`src/rtl/nfc_pkg.sv`:
```
package nfc_pkg;

    typedef enum logic [3:0] {
        ST_READ,
        ST_UNL1,
        ST_UNL2,
        ST_PGM_ARM,
        ST_ERS_ARM,
        ST_ERS_UNL1,
        ST_ERS_UNL2,
        ST_PGM_BUSY,
        ST_ERS_BUSY,
        ST_ERS_SUSP
    } ctl_state_t;

    localparam logic [1:0] MODE_READ = 2'd0;
    localparam logic [1:0] MODE_PGM  = 2'd1;
    localparam logic [1:0] MODE_ERS  = 2'd2;
    localparam logic [1:0] MODE_SUSP = 2'd3;

endpackage

```
`src/rtl/nfc_we_edge.sv`:
```
module nfc_we_edge (
    input  logic clk,
    input  logic rst_n,
    input  logic we_n,
    output logic wr_stb
);

    logic we_q;

    always_ff @(posedge clk or negedge rst_n) begin
        if (!rst_n) we_q <= 1'b1;
        else        we_q <= we_n;
    end

    // a write completes when write-enable returns high
    assign wr_stb = we_n & ~we_q;

    p_stb_single_r2: assert property (@(posedge clk) disable iff (!rst_n)
        wr_stb |=> !wr_stb);

endmodule

```
`src/rtl/nfc_op_timer.sv`:
```
module nfc_op_timer #(
    parameter int CW = 8
) (
    input  logic          clk,
    input  logic          rst_n,
    input  logic          clear,
    input  logic          load,
    input  logic [CW-1:0] load_val,
    input  logic          run,
    output logic          expire
);

    logic [CW-1:0] cnt;

    always_ff @(posedge clk or negedge rst_n) begin
        if (!rst_n)                      cnt <= '0;
        else if (clear)                  cnt <= '0;
        else if (load)                   cnt <= load_val;
        else if (run && cnt != '0)       cnt <= cnt - 1'b1;
    end

    assign expire = run && !load && (cnt == CW'(1));

    p_run_nonzero_r4: assert property (@(posedge clk) disable iff (!rst_n)
        (run && !clear) |-> (cnt != '0));

endmodule

```
`src/rtl/nfc_cmd_fsm.sv`:
```
module nfc_cmd_fsm
    import nfc_pkg::*;
#(
    parameter int          AW         = 16,
    parameter int          CW         = 8,
    parameter int          PGM_CYCLES = 20,
    parameter int          ERS_CYCLES = 40,
    parameter logic [AW-1:0] KEY_ADDR_A = 16'h0555,
    parameter logic [AW-1:0] KEY_ADDR_B = 16'h02AA,
    parameter logic [7:0]  KEY_1      = 8'hAA,
    parameter logic [7:0]  KEY_2      = 8'h55,
    parameter logic [7:0]  C_PGM      = 8'hA0,
    parameter logic [7:0]  C_ERS      = 8'h80,
    parameter logic [7:0]  C_CHIP     = 8'h10,
    parameter logic [7:0]  C_SECT     = 8'h30,
    parameter logic [7:0]  C_SUSP     = 8'hB0,
    parameter logic [7:0]  C_RES      = 8'h30
) (
    input  logic          clk,
    input  logic          rst_n,
    input  logic          wr_stb,
    input  logic [AW-1:0] addr,
    input  logic [7:0]    cmd,
    input  logic          lockout,
    input  logic          abort_req,
    input  logic          expire,
    output logic          tmr_load,
    output logic [CW-1:0] tmr_val,
    output logic          tmr_run,
    output logic          tmr_clear,
    output logic [1:0]    mode_o,
    output logic          busy_o,
    output logic          op_start,
    output logic          op_erase
);

    ctl_state_t state, nxt;
    logic start_pgm, start_ers;
    logic hit_k1, hit_k2;

    assign hit_k1 = (addr == KEY_ADDR_A) && (cmd == KEY_1);
    assign hit_k2 = (addr == KEY_ADDR_B) && (cmd == KEY_2);

    // state register
    always_ff @(posedge clk or negedge rst_n) begin
        if (!rst_n) state <= ST_READ;
        else        state <= nxt;
    end

    // next state
    always_comb begin
        nxt       = state;
        start_pgm = 1'b0;
        start_ers = 1'b0;
        if (lockout || abort_req) begin
            nxt = ST_READ;
        end else begin
            unique case (state)
                ST_READ:     if (wr_stb && hit_k1) nxt = ST_UNL1;
                ST_UNL1:     if (wr_stb) nxt = hit_k2 ? ST_UNL2 : ST_READ;
                ST_UNL2: begin
                    if (wr_stb) begin
                        if (addr == KEY_ADDR_A && cmd == C_PGM)      nxt = ST_PGM_ARM;
                        else if (addr == KEY_ADDR_A && cmd == C_ERS) nxt = ST_ERS_ARM;
                        else                                         nxt = ST_READ;
                    end
                end
                ST_PGM_ARM: begin
                    if (wr_stb) begin
                        nxt       = ST_PGM_BUSY;
                        start_pgm = 1'b1;
                    end
                end
                ST_ERS_ARM:  if (wr_stb) nxt = hit_k1 ? ST_ERS_UNL1 : ST_READ;
                ST_ERS_UNL1: if (wr_stb) nxt = hit_k2 ? ST_ERS_UNL2 : ST_READ;
                ST_ERS_UNL2: begin
                    if (wr_stb) begin
                        if ((addr == KEY_ADDR_A && cmd == C_CHIP) || cmd == C_SECT) begin
                            nxt       = ST_ERS_BUSY;
                            start_ers = 1'b1;
                        end else begin
                            nxt = ST_READ;
                        end
                    end
                end
                ST_PGM_BUSY: if (expire) nxt = ST_READ;
                ST_ERS_BUSY: begin
                    if (expire)                         nxt = ST_READ;
                    else if (wr_stb && cmd == C_SUSP)   nxt = ST_ERS_SUSP;
                end
                ST_ERS_SUSP: if (wr_stb && cmd == C_RES) nxt = ST_ERS_BUSY;
                default:     nxt = ST_READ;
            endcase
        end
    end

    // timer control
    assign tmr_load  = start_pgm | start_ers;
    assign tmr_val   = start_ers ? CW'(ERS_CYCLES) : CW'(PGM_CYCLES);
    assign tmr_run   = (state == ST_PGM_BUSY) || (state == ST_ERS_BUSY);
    assign tmr_clear = lockout | abort_req;

    // outputs
    always_comb begin
        unique case (state)
            ST_PGM_BUSY: begin mode_o = MODE_PGM;  busy_o = 1'b1; end
            ST_ERS_BUSY: begin mode_o = MODE_ERS;  busy_o = 1'b1; end
            ST_ERS_SUSP: begin mode_o = MODE_SUSP; busy_o = 1'b0; end
            default:     begin mode_o = MODE_READ; busy_o = 1'b0; end
        endcase
    end

    always_ff @(posedge clk or negedge rst_n) begin
        if (!rst_n) begin
            op_start <= 1'b0;
            op_erase <= 1'b0;
        end else begin
            op_start <= start_pgm | start_ers;
            if (start_pgm | start_ers) op_erase <= start_ers;
        end
    end

    p_start_from_read_r5: assert property (@(posedge clk) disable iff (!rst_n)
        op_start |-> ($past(mode_o) == MODE_READ));
    p_lockout_read_r9: assert property (@(posedge clk) disable iff (!rst_n)
        lockout |=> (mode_o == MODE_READ));
    p_abort_read_r10: assert property (@(posedge clk) disable iff (!rst_n)
        abort_req |=> (mode_o == MODE_READ));
    p_susp_from_erase_r6: assert property (@(posedge clk) disable iff (!rst_n)
        ((mode_o == MODE_SUSP) && !$stable(mode_o)) |-> ($past(mode_o) == MODE_ERS));

endmodule

```
`src/rtl/nfc_ctrl.sv`:
```
module nfc_ctrl
    import nfc_pkg::*;
#(
    parameter int          AW         = 16,
    parameter int          DW         = 16,
    parameter int          PGM_CYCLES = 20,
    parameter int          ERS_CYCLES = 40,
    parameter logic [AW-1:0] KEY_ADDR_A = 16'h0555,
    parameter logic [AW-1:0] KEY_ADDR_B = 16'h02AA
) (
    input  logic          clk,
    input  logic          rst_n,
    input  logic          we_n,
    input  logic [AW-1:0] addr,
    input  logic [DW-1:0] din,
    input  logic          lockout,
    input  logic          abort_req,
    output logic          rb_pull_low,
    output logic [1:0]    mode,
    output logic          op_start,
    output logic          op_erase
);

    localparam int MAXC = (PGM_CYCLES > ERS_CYCLES) ? PGM_CYCLES : ERS_CYCLES;
    localparam int CW   = $clog2(MAXC + 1);

    logic          wr_stb, expire, tmr_load, tmr_run, tmr_clear, busy;
    logic [CW-1:0] tmr_val;

    nfc_we_edge u_edge (
        .clk    (clk),
        .rst_n  (rst_n),
        .we_n   (we_n),
        .wr_stb (wr_stb)
    );

    nfc_cmd_fsm #(
        .AW         (AW),
        .CW         (CW),
        .PGM_CYCLES (PGM_CYCLES),
        .ERS_CYCLES (ERS_CYCLES),
        .KEY_ADDR_A (KEY_ADDR_A),
        .KEY_ADDR_B (KEY_ADDR_B)
    ) u_fsm (
        .clk       (clk),
        .rst_n     (rst_n),
        .wr_stb    (wr_stb),
        .addr      (addr),
        .cmd       (din[7:0]),
        .lockout   (lockout),
        .abort_req (abort_req),
        .expire    (expire),
        .tmr_load  (tmr_load),
        .tmr_val   (tmr_val),
        .tmr_run   (tmr_run),
        .tmr_clear (tmr_clear),
        .mode_o    (mode),
        .busy_o    (busy),
        .op_start  (op_start),
        .op_erase  (op_erase)
    );

    nfc_op_timer #(.CW(CW)) u_tmr (
        .clk      (clk),
        .rst_n    (rst_n),
        .clear    (tmr_clear),
        .load     (tmr_load),
        .load_val (tmr_val),
        .run      (tmr_run),
        .expire   (expire)
    );

    // busy is shown while an operation runs and for the whole abort pulse
    assign rb_pull_low = busy | abort_req;

    p_busy_pulls_r4: assert property (@(posedge clk) disable iff (!rst_n)
        ((mode == MODE_PGM) || (mode == MODE_ERS)) |-> rb_pull_low);
    p_susp_ready_r6: assert property (@(posedge clk) disable iff (!rst_n)
        ((mode == MODE_SUSP) && !abort_req) |-> !rb_pull_low);
    p_start_busy_r11: assert property (@(posedge clk) disable iff (!rst_n)
        op_start |-> (rb_pull_low || abort_req));

endmodule

```
`config.mk`:
```
export PLATFORM = sky130hd
export DESIGN_NAME = nfc_ctrl
export DESIGN_NICKNAME = d
export VERILOG_FILES = /design/src/rtl/nfc_pkg.sv /design/src/rtl/nfc_we_edge.sv /design/src/rtl/nfc_op_timer.sv /design/src/rtl/nfc_cmd_fsm.sv /design/src/rtl/nfc_ctrl.sv
export SDC_FILE = /design/constraint.sdc
export NUM_CORES = 1
export LEC_CHECK = 0
export ABC_AREA = 1
export CAP_MARGIN = 0
export CORE_MARGIN = 2
export CORE_UTILIZATION = 30
export DETAILED_ROUTE_END_ITERATION = 7
export GPL_TIMING_DRIVEN = 0
export PLACE_DENSITY = 0.53
export SLEW_MARGIN = 20
export SYNTH_ARGS = -nofsm -noshare
export SYNTH_HDL_FRONTEND = slang
export SYNTH_SLANG_ARGS = --single-unit
```
`constraint.sdc`:
```
create_clock -name clk -period 3.5 [get_ports clk]
set_clock_uncertainty 0.2 [all_clocks]
set_input_delay 0.525 -clock clk [delete_from_list [all_inputs] [get_ports clk]]
set_output_delay 0.525 -clock clk [all_outputs]
set_load 0.05 [all_outputs]
```
* Word-level counts from Yosys, hierarchy flattened
Index checks and enable logic that the tools add are counted.
** Storage, ports and cells
- Bits in registers :: 13
- Bits in latches :: 0
- Bits in writable memories :: 0
- Bits in read-only memories :: 0
- Output and inout port bits :: 5
- Memories kept :: 0
** Operators by class
- $add $sub $neg :: 1
- $mul :: 0
- Divide/modulo/power cells :: 0
- Magnitude comparators :: 0
- Equal/unequal tests :: 29
- Shifts and indexed selects :: 0
- Mux-type cells :: 32
- Bitwise operators :: 5
- Reductions and logical operators :: 20
** Operators with widths (count)
- $mux W4 :: 14
- $pmux W4 S10 :: 1
- $eq A8 B8 Y1 const B :: 4
- $mux W6 :: 4
- $ne A3 B1 Y1 const B :: 8
- $eq A16 B10 Y1 const B :: 1
- $eq A16 B11 Y1 const B :: 1
- $eq A4 B3 Y1 const B :: 4
- $logic_and A1 B1 Y1 :: 11
- $reduce_and A10 Y1 :: 1
- $mux W3 :: 3
- $eq A4 B2 Y1 const B :: 2
- $eq A4 B4 Y1 const B :: 2
- $eq A8 B5 Y1 const B :: 1
- $eq A8 B6 Y1 const B :: 1
- $eq A8 B7 Y1 const B :: 1
- $mux W1 :: 8
- $eq A6 B1 Y1 const B :: 1
- $pmux W2 S3 :: 1
- $reduce_bool A6 Y1 :: 1
- $sub A6 B1 Y6 const B :: 1
- $eq A4 B1 Y1 const B :: 1
- $logic_not A4 Y1 :: 1
- $ne A4 B2 Y1 const B :: 1
- 9 further kinds :: 13

* Depth between registers and ports, before layout
- Depth in word-level cells :: 14
- Mapped depth :: 11

* By module
A second synthesis with hierarchy kept.
** Second synthesis, totals
- Cell total of the unflattened synthesis :: 245
- Area total of the unflattened synthesis :: 1462.7 µm²
** Modules (own cells, without submodules)
- nfc_cmd_fsm :: instances 1, cells an instance 176, area each 944.7 µm², sequential area each 150.1 µm²
- nfc_op_timer :: instances 1, cells an instance 63, area each 470.5 µm², sequential area each 150.1 µm²
- nfc_we_edge :: instances 1, cells an instance 3, area each 36.3 µm², sequential area each 26.3 µm²
- nfc_ctrl :: instances 1, cells an instance 3, area each 11.3 µm², sequential area each 0.0 µm²

* Worst setup path before layout
Ideal clock, no wire load.
- Kind :: flip-flop to output port
- Start point :: reg u_fsm.state[3]
- End point :: out rb_pull_low
- Arrival :: 1116 ps
- Required time :: 2775 ps
- Setup slack :: 1659 ps
- Cell stages (with the launch flop) :: 6
- Path buffers :: 0
- Cell sequence :: dfrtp_1 inv_2 nor2_2 nand2_1 nand2_4 or2_2
** On the way
- Cells in the longest elaborated chain, start to end :: 4
** RTL lines
- start: declaration :: line nfc_cmd_fsm.sv:37 : ctl_state_t state, nxt;
- start signal: assignment :: line nfc_cmd_fsm.sv:47 : else state <= nxt;
- $eq A4 B4 Y1 / $eq A4 B3 Y1 (equally long branches) :: line nfc_cmd_fsm.sv:105 : unique case (state)
- $reduce_or A2 Y1 (no source line) *
- $mux W1 * :: line nfc_cmd_fsm.sv:105
- $or A1 B1 Y1 * :: line nfc_ctrl.sv:74 : assign rb_pull_low = busy | abort_req;
- end: declaration :: line nfc_ctrl.sv:18 : output logic rb_pull_low,
Every way passes the cells marked *; elsewhere a longest branch is shown, timed or not.

* Worst setup path after layout
- Start point :: reg u_fsm.state[0]
- End point :: out rb_pull_low
Same word-level chain as after synthesis.

==> out/results.ini <==
[run_status]
status=completed

[layout]
area_growth_pct=33.4
multi_input_area_um2=862
instances_no_fill=308
diodes=0
layout-drive-gt1-share_pct=11.7
seq_area_um2=327
n_fill_cell=482
final_cell_mix=60 x nand2_1, 43 x nor2_1, 33 x clkdlybuf4s50_1, 30 x nand3_1, 27 x inv_1
layout_commonest_cell=nand2_1
nets=296

[routing]
drc_errors=0
drtAntennaViolNets=0
drt-pass1-iter-count=4
wl_um=3560
via_per_inst=4.59
num_vias=1415
routedWlPerCell_um=11.6
first_iter_violations=51

[synthesis]
synth_area_per_cell_um2=6.02
syn-num-nets=258
synthDistinctLibCells=29
ys_ff_latch=13
syn_inst=219
yosys_warnings=0
yosysSeqAreaShare_pct=24.8
netlist_area_mm2=0.00132

[floorplan]
start_util_pct=30.7
io_pins=42
core-area_mm2=0.00429
die_height_um=70.3
die-width_um=70.3
rows=24
die-area_mm2=0.00494

[hold_path]
holdCritPathClass=register to register
hp-start=u_tmr.cnt[4]$_DFFE_PN0P_
min_to=u_tmr.cnt[4]$_DFFE_PN0P_
holdPathStages=2

[worst_setup_path]
crit_required_ns=2.77
regToRegSetupSlack_ns=1.59
critPathKind=register to output pin
end_kind=output pin
timing.rr.end=u_tmr.cnt[3]$_DFFE_PN0P_
path_buf_inv=1
cp_slowest_cell=clkdlybuf4s50_1
rr_worst_depth=9
path_cells=nor2_1 -> nand2_1 -> nand2_4 -> or2_2 -> clkdlybuf4s50_1
cp_top_family=buffers and inverters
arrival_ns=2.06
crit_fanout=6
crit_path_max_incr_delay_ns=0.79
startpoint_type=register
r2r_start=u_tmr.cnt[0]$_DFFE_PN0P_

[grt]
grt_pass1_vias=1441
grt_pass1_wl_um=6470
overflow=0
grt_max_degree=14
antenna_found_initial=0
track_usage_pct=16.0

[clocking]
cts_root_buf=clkbuf_8
ctsHtreeMaxLevel=1
clk_latency_ns=0.24
clk_path_buf_depth=2
numCtsBuffers=3
cts-hold-fix-buffers=0
postCtsResizedCells=0
clk_pin_slew_worst_paths_ns=0.06
clock_sinks=13
cts_tree=built
post-cts-setup-buffer-count=0

[pwr]
p_per_area_mw_per_mm2=219
p_leak_uw=0.000849
ir_drop_uv=141

[timing]
finalCritPeriodShare_pct=79.5
tightest_slew_ns=0.626
min_period_ns=2.78
setup_viol=0
timing.slew.headroom_pct=58.1
hold_violations=0
clock.fmax_mhz=360
setup_tns_ns=0
finalMaxSlewViolations=0
grt_setup_unrepaired=no

[place]
portBuffers=33
placed_cells=304
place_hpwl_um=2920
gp_congestion=0.830

[run]
cap_viol_max_count=0

-- layout make-up --
class                   instances  share of cell area (%)
flip-flops and latches         13                    18.6
repair buffers                 33                    18.8
multi-input cells             172                    49.0
clock buffers                   4                    2.56
well taps                      52                    3.70
plain buffers                   1                   0.285
inverters                      33                    7.05
-- synth_stat cells --
master,instances,area (um2)
nand3b_1,2,15.0
nand4_4,1,21.3
nand3_4,1,17.5
or2_2,2,12.5
dfrtp_1,12,300
o21ai_1,1,5.00
nand2_2,2,12.5
xor2_1,1,8.76
and3_4,1,11.3
nand3b_4,1,20.0
inv_2,6,22.5
o21bai_1,1,7.51
ha_1,2,25.0
nand2_4,1,11.3
nor2_1,43,161
a21oi_1,4,20.0
nand4_1,4,25.0
nand4_2,1,12.5
nor2_4,1,11.3
o21bai_2,1,11.3
nand3_1,30,150
buf_2,1,5.00
nor3_1,4,20.0
nand2_1,60,225
nand3_2,2,20.0
or2_1,1,6.26
inv_1,27,101
nor2_2,5,31.3
dfstp_2,1,26.3
-- per-layer routing --
layer / track usage [%] / wire length, um / up-vias / part of all wire [%]
met4: 3.85 / 37 / 0 / 1.0
met1: 20.9 / 1740 / 624 / 49
li1: - / - / 762 / -
met5: 0 / 0 / - / 0
met3: 3.17 / 141 / 4 / 4.0
met2: 27.0 / 1640 / 25 / 46
-- through the flow --
stage | hold slack, ns | total power (uW) | instance area, um2 | util [%] | worst slack [ns]
2_1_floorplan | 0.0294 | 203 | 1320 | - | 1.66
3_3_place_gp | 0.265 | 252 | 1710 | 39.9 | 0.834
3_5_place_dp | 0.276 | 252 | 1710 | 39.9 | 0.823
4_1_cts | 0.290 | 397 | 1760 | 40.9 | 0.715
5_1_grt | 0.303 | 416 | 1760 | 40.9 | 0.576
6_report | 0.281 | 386 | 1760 | 40.9 | 0.719
-- report_power, final --
part	internal, uW	switching, uW
registers	155	2.53
clock network	80.4	56.3
logic	44.6	46.8
total	280	106
-- tightest hold or removal path: cells and delay by family (launching register included) --
| kind | cells | cell delay (ns) |
|---|---|---|
| and+or+nand+nor | 2 | 0.11 |
| DFF | 1 | 0.34 |
-- worst max path at each step --
stage | start | endpoint | slack, ns | cells past startpoint
global placement | abort_req | rb_pull_low | 0.83 | 3
floorplan | u_fsm.state[3]$_DFFE_PN0P_ | rb_pull_low | 1.66 | 5
global route | u_fsm.state[0]$_DFFE_PN0P_ | rb_pull_low | 0.58 | 5
CTS | u_fsm.state[0]$_DFFE_PN0P_ | rb_pull_low | 0.71 | 5
detailed placement | abort_req | rb_pull_low | 0.82 | 3
finish | u_fsm.state[0]$_DFFE_PN0P_ | rb_pull_low | 0.72 | 5
-- state kept, by name, summed over array words and instances, names as in the netlist --
name and cells:
u_tmr.cnt 6, u_fsm.state 4, u_edge.we_q 1, u_fsm.op_erase 1
u_fsm.op_start 1
-- cell families (layout without fill, tap and decap cells) --
kind of cell / Yosys count / in the layout / synth area share, %
buf+inv: 34 / 71 / 9.78
compound gates: 7 / 7 / 3.32
xor+xnor: 1 / 1 / 0.665
fa+ha+maj: 2 / 2 / 1.90
simple gates: 162 / 162 / 59.5
flops: 13 / 13 / 24.8
Power figures use the tool's default switching activity.
